## config.mk

```make
export PLATFORM = sky130hd
export DESIGN_NAME = sized_regfile
export DESIGN_NICKNAME = d
export VERILOG_FILES = /design/src/rtl/sarf_pkg.sv /design/src/rtl/sarf_write_merge.sv /design/src/rtl/sarf_step_unit.sv /design/src/rtl/sarf_read_port.sv /design/src/rtl/sized_regfile.sv
export SDC_FILE = /design/constraint.sdc
export NUM_CORES = 2
export LEC_CHECK = 0
export BUFFER_PORTS_ARGS = -buffer_cell sky130_fd_sc_hd__clkbuf_2
export CAP_MARGIN = 30
export CELL_PAD_IN_SITES_DETAIL_PLACEMENT = 1
export CELL_PAD_IN_SITES_GLOBAL_PLACEMENT = 2
export CORE_AREA = 2 2 337 339
export CTS_CLUSTER_DIAMETER = 100
export DETAILED_ROUTE_END_ITERATION = 8
export DIE_AREA = 0 0 339 341
export GPL_ROUTABILITY_DRIVEN = 0
export PLACE_DENSITY_LB_ADDON = 0.1
export SLEW_MARGIN = 20
export SYNTH_ARGS = -nofsm -noshare
export SYNTH_HDL_FRONTEND = slang
export SYNTH_SLANG_ARGS = --single-unit
```

## constraint.sdc

```tcl
create_clock -name clk -period 6.2 [get_ports clk]
set_input_delay 0.62 -clock clk [delete_from_list [all_inputs] [get_ports clk]]
set_output_delay 0.62 -clock clk [all_outputs]
set_load 0.01 [all_outputs]
```

## src/rtl/sarf_pkg.sv

```systemverilog
package sarf_pkg;
  typedef enum logic [1:0] {
    SZ_BYTE = 2'd0,
    SZ_WORD = 2'd1,
    SZ_LONG = 2'd2,
    SZ_RSVD = 2'd3
  } opsize_e;
endpackage

```

## src/rtl/sarf_write_merge.sv

```systemverilog
module sarf_write_merge
  import sarf_pkg::*;
#(
  parameter int DW = 32
) (
  input  logic [DW-1:0] old_val,
  input  logic [DW-1:0] new_data,
  input  logic [1:0]    size,
  input  logic          is_addr,
  output logic [DW-1:0] merged,
  output logic          illegal
);
  always_comb begin
    merged  = old_val;
    illegal = 1'b0;
    case (opsize_e'(size))
      SZ_BYTE: begin
        if (is_addr) illegal = 1'b1;
        else         merged  = {old_val[DW-1:8], new_data[7:0]};
      end
      SZ_WORD: begin
        if (is_addr) merged = {{(DW-16){new_data[15]}}, new_data[15:0]};
        else         merged = {old_val[DW-1:16], new_data[15:0]};
      end
      SZ_LONG: merged  = new_data;
      default: illegal = 1'b1;
    endcase
  end
endmodule

```

## src/rtl/sarf_step_unit.sv

```systemverilog
module sarf_step_unit
  import sarf_pkg::*;
#(
  parameter int DW = 32
) (
  input  logic [DW-1:0] base,
  input  logic [1:0]    size,
  input  logic          is_sp,
  input  logic          predec,
  output logic [DW-1:0] ea,
  output logic [DW-1:0] updated
);
  logic [2:0] amt;

  always_comb begin
    case (opsize_e'(size))
      SZ_BYTE: amt = is_sp ? 3'd2 : 3'd1;
      SZ_WORD: amt = 3'd2;
      default: amt = 3'd4;
    endcase
  end

  assign ea      = predec ? (base - DW'(amt)) : base;
  assign updated = predec ? (base - DW'(amt)) : (base + DW'(amt));
endmodule

```

## src/rtl/sarf_read_port.sv

```systemverilog
module sarf_read_port
  import sarf_pkg::*;
#(
  parameter int DW    = 32,
  parameter int NPHYS = 17,
  parameter int PW    = 5
) (
  input  logic [NPHYS-1:0][DW-1:0] regs,
  input  logic [PW-1:0]            sel,
  input  logic [1:0]               size,
  input  logic                     byp_en,
  input  logic [PW-1:0]            byp_sel,
  input  logic [DW-1:0]            byp_val,
  output logic [DW-1:0]            data
);
  logic [DW-1:0] src;

  always_comb begin
    if (byp_en && (byp_sel == sel)) src = byp_val;
    else                            src = regs[sel];
    case (opsize_e'(size))
      SZ_BYTE: data = {{(DW-8){1'b0}},  src[7:0]};
      SZ_WORD: data = {{(DW-16){1'b0}}, src[15:0]};
      default: data = src;
    endcase
  end
endmodule

```

## src/rtl/sized_regfile.sv

```systemverilog
module sized_regfile
  import sarf_pkg::*;
#(
  parameter int DW    = 32,
  parameter int NDATA = 8,
  parameter int NADDR = 8,
  localparam int NLOG  = NDATA + NADDR,
  localparam int IW    = $clog2(NLOG),
  localparam int AIW   = $clog2(NADDR)
) (
  input  logic           clk,
  input  logic           rst,
  input  logic           sup_mode,
  input  logic [IW-1:0]  rd_a_idx,
  input  logic [1:0]     rd_a_size,
  output logic [DW-1:0]  rd_a_data,
  input  logic [IW-1:0]  rd_b_idx,
  input  logic [1:0]     rd_b_size,
  output logic [DW-1:0]  rd_b_data,
  input  logic           wr_en,
  input  logic [IW-1:0]  wr_idx,
  input  logic [1:0]     wr_size,
  input  logic [DW-1:0]  wr_data,
  output logic           wr_illegal,
  input  logic           step_en,
  input  logic [AIW-1:0] step_areg,
  input  logic [1:0]     step_size,
  input  logic           step_predec,
  output logic [DW-1:0]  step_ea,
  output logic [DW-1:0]  osp_rd_data,
  input  logic           osp_wr_en,
  input  logic [DW-1:0]  osp_wr_data
);
  localparam int NPHYS  = NLOG + 1;
  localparam int PW     = $clog2(NPHYS);
  localparam int SP_LOG = NLOG - 1;
  localparam int USP_P  = NLOG - 1;
  localparam int SSP_P  = NLOG;
  localparam int NRD    = 2;

  logic [NPHYS-1:0][DW-1:0] regs;
  logic [NPHYS-1:0][DW-1:0] nxt;

  function automatic logic [PW-1:0] to_phys(input logic [IW-1:0] idx, input logic sup);
    return (idx == IW'(SP_LOG) && sup) ? PW'(SSP_P) : PW'(idx);
  endfunction

  // write path
  logic [PW-1:0] wphys;
  logic          is_addr;
  logic [DW-1:0] wmerged;
  logic          wbad;
  logic          wr_ok;

  assign wphys   = to_phys(wr_idx, sup_mode);
  assign is_addr = (wr_idx >= IW'(NDATA));

  sarf_write_merge #(.DW(DW)) u_merge (
    .old_val (regs[wphys]),
    .new_data(wr_data),
    .size    (wr_size),
    .is_addr (is_addr),
    .merged  (wmerged),
    .illegal (wbad)
  );

  assign wr_ok      = wr_en && !wbad;
  assign wr_illegal = wr_en && wbad;

  // address stepper
  logic [IW-1:0] slog;
  logic [PW-1:0] sphys;
  logic          s_is_sp;
  logic [DW-1:0] s_upd;

  assign slog    = IW'(NDATA) + IW'(step_areg);
  assign sphys   = to_phys(slog, sup_mode);
  assign s_is_sp = (step_areg == AIW'(NADDR - 1));

  sarf_step_unit #(.DW(DW)) u_step (
    .base   (regs[sphys]),
    .size   (step_size),
    .is_sp  (s_is_sp),
    .predec (step_predec),
    .ea     (step_ea),
    .updated(s_upd)
  );

  // inactive stack pointer
  logic [PW-1:0] ophys;
  assign ophys = sup_mode ? PW'(USP_P) : PW'(SSP_P);

  // next-state: step, then write overrides, inactive pointer separately
  always_comb begin
    nxt = regs;
    if (step_en)   nxt[sphys] = s_upd;
    if (wr_ok)     nxt[wphys] = wmerged;
    if (osp_wr_en) nxt[ophys] = osp_wr_data;
  end

  always_ff @(posedge clk) begin
    if (rst) regs <= '0;
    else     regs <= nxt;
  end

  // read ports
  logic [NRD-1:0][IW-1:0] r_idx;
  logic [NRD-1:0][1:0]    r_size;
  logic [NRD-1:0][DW-1:0] r_data;

  assign r_idx  = {rd_b_idx, rd_a_idx};
  assign r_size = {rd_b_size, rd_a_size};

  for (genvar g = 0; g < NRD; g++) begin : g_rd
    sarf_read_port #(.DW(DW), .NPHYS(NPHYS), .PW(PW)) u_rd (
      .regs   (regs),
      .sel    (to_phys(r_idx[g], sup_mode)),
      .size   (r_size[g]),
      .byp_en (wr_ok),
      .byp_sel(wphys),
      .byp_val(wmerged),
      .data   (r_data[g])
    );
  end

  assign rd_a_data = r_data[0];
  assign rd_b_data = r_data[1];

  sarf_read_port #(.DW(DW), .NPHYS(NPHYS), .PW(PW)) u_osp_rd (
    .regs   (regs),
    .sel    (ophys),
    .size   (2'd2),
    .byp_en (osp_wr_en),
    .byp_sel(ophys),
    .byp_val(osp_wr_data),
    .data   (osp_rd_data)
  );

  // assertions
  AST_RESET_CLEARS: assert property (@(posedge clk) disable iff (rst)
    $past(rst) |-> (regs[0] == '0 && regs[USP_P] == '0 && regs[SSP_P] == '0));

  AST_DATA_UPPER_KEPT: assert property (@(posedge clk) disable iff (rst)
    (wr_en && !is_addr && wr_size == 2'd0)
      |=> regs[$past(wphys)][DW-1:8] == $past(regs[wphys][DW-1:8]));

  AST_ILLEGAL_NO_CHANGE: assert property (@(posedge clk) disable iff (rst)
    (wr_illegal && !(step_en && sphys == wphys))
      |=> regs[$past(wphys)] == $past(regs[wphys]));

  AST_ADDR_WORD_SEXT: assert property (@(posedge clk) disable iff (rst)
    (wr_en && is_addr && wr_size == 2'd1)
      |=> regs[$past(wphys)][DW-1:16] == {(DW-16){regs[$past(wphys)][15]}});

  AST_SP_STAYS_EVEN: assert property (@(posedge clk) disable iff (rst)
    (step_en && s_is_sp && !regs[sphys][0] && !(wr_ok && wphys == sphys))
      |=> !regs[$past(sphys)][0]);
endmodule

```

==> flow_summary_export.csv <==
group,metric,value,unit
worst_setup_path,critPathMaxFanout,30,
clocking,cts_tree,"built",
die,floorplan.initialDensity,36.80,%
clocking,clkLatencyLatePin,0.67,ns
finish,final_layout_size_suffix_gt1_share,15.00,%
clocking,clock-sinks,544,
yosys,synth_top_family_by_area,"compound AO/OA/AOI/OAI gates",
yosys,synthAdderAreaFrac,0.2613,%
worst_setup_path,crit_path_start_kind,"primary input",
finish,design_area,46800,um^2
yosys,netlist_area,41170,um^2
sta,finalMaxSlewViolations,0,
worst_setup_path,crit_start,"step_areg[0]",
grt,overflow,0,
yosys,synth-simple-area-share,20.18,%
pwr,p_total,11.00,mW
placement,placed_cell_area,44320,um^2
die,ios,223,
finish,syn_to_final_growth,13.68,%
worst_setup_path,worstSetupPathType,"primary input to primary output",
worst_setup_path,crit_path_end_kind,"primary output",
sta,finalSetupTns,0,ns
sta,worstMarginPinSlew,1.136,ns
grt,grt_max_degree,182,
sta,min_period,5.525,ns
routing,final_antenna_net_count,0,
yosys,synth-async-reset-ratio,0,%
routing,wirelength,261.4,mm
routing,drt_iter0_markers,7333,
routing,wire_per_inst,37.65,um
die,die_area,115600,um^2
worst_setup_path,r2r-start,"regs[512]$_SDFF_PP0_",
routing,route.vias.total,50180,
placement,dp_slack,0.6183,ns
finish,fin_util,41.83,%
worst_setup_path,worstPathArrival,4.91,ns
die,dieWidth,339,um
placement,io_buffer_count,222,
sta,skew,0.03156,ns
sta,max_slew_margin,24.30,%
pwr,leakagePower,16.22,nW
yosys,ys_ff_latch,544,
yosys,avgSynthCellArea,7.605,um^2
routing,drc,0,
clocking,clk_pin_slew,0.06,ns
worst_setup_path,cp_slowest_cell,"a2111o_1",
grt,grt_pass1_vias,47060,
yosys,synth_cells,5414,
sta,fin_hold_ws,0.2734,ns
die,coreArea,111900,um^2
clocking,htree_num_levels,3,
sta,period_share,89.12,%
worst_setup_path,cpPeakStageDelay,0.53,ns
placement,dp_hpwl,179.2,mm
job,max_cap_viol_count,0,
die,die_y,341,um
clocking,clock_path_buffers,3,
yosys,yosysUniqueCellTypes,92,
yosys,yosysSeqAreaShare,26.45,%
worst_setup_path,path_cells,"buf_4, buf_4, nand2b_1, o22ai_1, a2111o_1, xnor2_1, ha_1, o21ai_0, nand3b_1, nor2_1, nand4_1, nor2_1, nand3_1, xnor2_1, clkbuf_2",
finish,layout.nets,5481,
yosys,muxShareOfSynthArea,12.11,%
pwr,vdd_drop_max,192.7,uV
sta,max_freq,181.0,MHz
worst_setup_path,cp.buffers_inverters,3,
clocking,numCtsBuffers,73,
yosys,synth-edff-count,0,
worst_setup_path,cp_top_family,"simple AND/OR/NAND/NOR gates",
sta,fin_ws,0.6749,ns
sta,rsz0062_at_grt,"no",
sta,hold_violations,0,
grt,grt_antenna_before_repair,11,
grt,grtUsageTotal,43.43,%
pwr,power_density,235.0,nW/um^2
clocking,root_buffer,"clkbuf_16",
clocking,cts_setup_buffers,0,
grt,grt_pass1_wl,366.4,mm
clocking,cts_hold_buf,0,
clocking,cts_resized,0,
die,rows,123,
min_path,hold_path_class,"primary input to flop",
outcome,status,"complete, no violations",
min_path,min-delay-start,"osp_wr_data[0]",
yosys,ys.flop_type,"dfxtp_1",
yosys,synthXorXnorAreaFrac,1.662,%
routing,viasPerCell,7.228,
placement,place.detailed.instances,6796,
yosys,ys_warn_count,0,
yosys,syn_nets,5516,
finish,fin_cells,6942,
sta,finalSetupViolCount,0,
yosys,synth_compound_area_share,33.07,%
routing,drtPass1Iterations,6,
worst_setup_path,required,5.58,ns
[cell usage after synthesis, drive strengths merged (31+ instances only)]
library cell	instances	area [um^2]
nor3	78	390.4
buf	123	661.9
nand2b	39	244.0
a311oi	54	473.0
o21ai	356	1785
o22a	40	350.3
a31oi	40	250.2
mux4	74	1667
xnor2	53	535.5
and2	31	193.9
dfxtp	544	10890
mux2i	285	2853
inv	40	150.1
clkbuf	468	1757
o22ai	75	469.2
o221ai	261	2286
a221o	38	380.4
nor2b	120	750.7
a21oi	438	2192
nor2	659	2479
nand4b	99	867.1
nand3	72	365.3
a221oi	78	785.8
o211ai	40	305.3
a211oi	341	2560
mux2	41	465.4
a22oi	32	240.2
nand2	592	2222
[tightest hold or removal path: cells and delay by family]
family	cells	cell delay, ns
buf+inv	1	0.13
compound gates	1	0.05
simple gates	1	0.07
[metal layers]
metal / global-route usage, % / part of all wire, % / vias to the layer above
li1: - / - / 20460
met1: 58.27 / 40 / 24960
met2: 61.39 / 40 / 3922
met3: 14.45 / 13 / 827
met4: 22.54 / 5.9 / 10
met5: 0.04085 / 0.027 / -
[final cells by class]
type / count / area, um^2
repair buffers: 481 / 3428
multi-input cells: 4236 / 28040
well taps: 1500 / 1877
inverters: 43 / 161.4
flip-flops and latches: 544 / 10890
fillers: 13560 / 65080
clock buffers: 117 / 2207
clock inverters: 13 / 180.2
diodes: 8 / 20.02
[power by group]
group / internal, mW / switching, mW / total (mW)
combinational: 0.823 / 1.93 / 2.76
sequential: 3.60 / 0.237 / 3.84
clock: 2.60 / 1.81 / 4.41
[layout by cell type, fill, tap and decap left out, types with 13 or more instances in the layout]
cell type  netlist  routed
nor2_1         657     638
nand2_1        592     584
dfxtp_1        544     544
a21oi_1        438     434
o21ai_0        341     339
a211oi_1       341     339
mux2i_1        285     284
o221ai_1       261     261
buf_4            7     235
clkbuf_2         0     210
nor2b_1        120     119
nand4b_1        99      99
clkbuf_16        0      77
o22ai_1         75      75
mux4_2          74      74
nor3_1          78      72
nand3_1         71      71
a221oi_1        67      64
a311oi_1        54      53
xnor2_1         45      45
inv_1           40      40
mux2_2          40      40
o22a_1          40      40
o211ai_1        39      39
a221o_1         38      38
a31oi_1         40      37
nand2b_1        39      32
a22oi_1         32      32
and2_1          30      29
clkbuf_1       468      27
and3_1          20      20
buf_12           0      20
or3_1           19      19
o21a_1          17      17
xor2_1          17      17
o211a_1         17      17
nand4_1         14      14
nor4b_1         14      14
nor2_4           0      13
clkbuf_8         0      13
[final timing paths]
check | slack (ns) | to | depth (start not counted)
worst max-delay path | 0.67 | step_ea[30] | 15
worst min-delay path | 0.27 | regs[480]$_SDFF_PP0_ | 3
worst max register to register | 1.37 | regs[444]$_SDFF_PP0_ | 15
worst min register to register | 0.49 | flop | 2
[cells by family (layout without fill, tap and decap cells)]
logic type	after synthesis	count (layout)
compound gates	1959	1959
simple gates	1799	1799
buf+inv	634	654
flops	544	544
mux	400	400
xor+xnor	70	70
fa+ha+maj	8	8
other cells	0	8
Power figures use the tool's default switching activity.
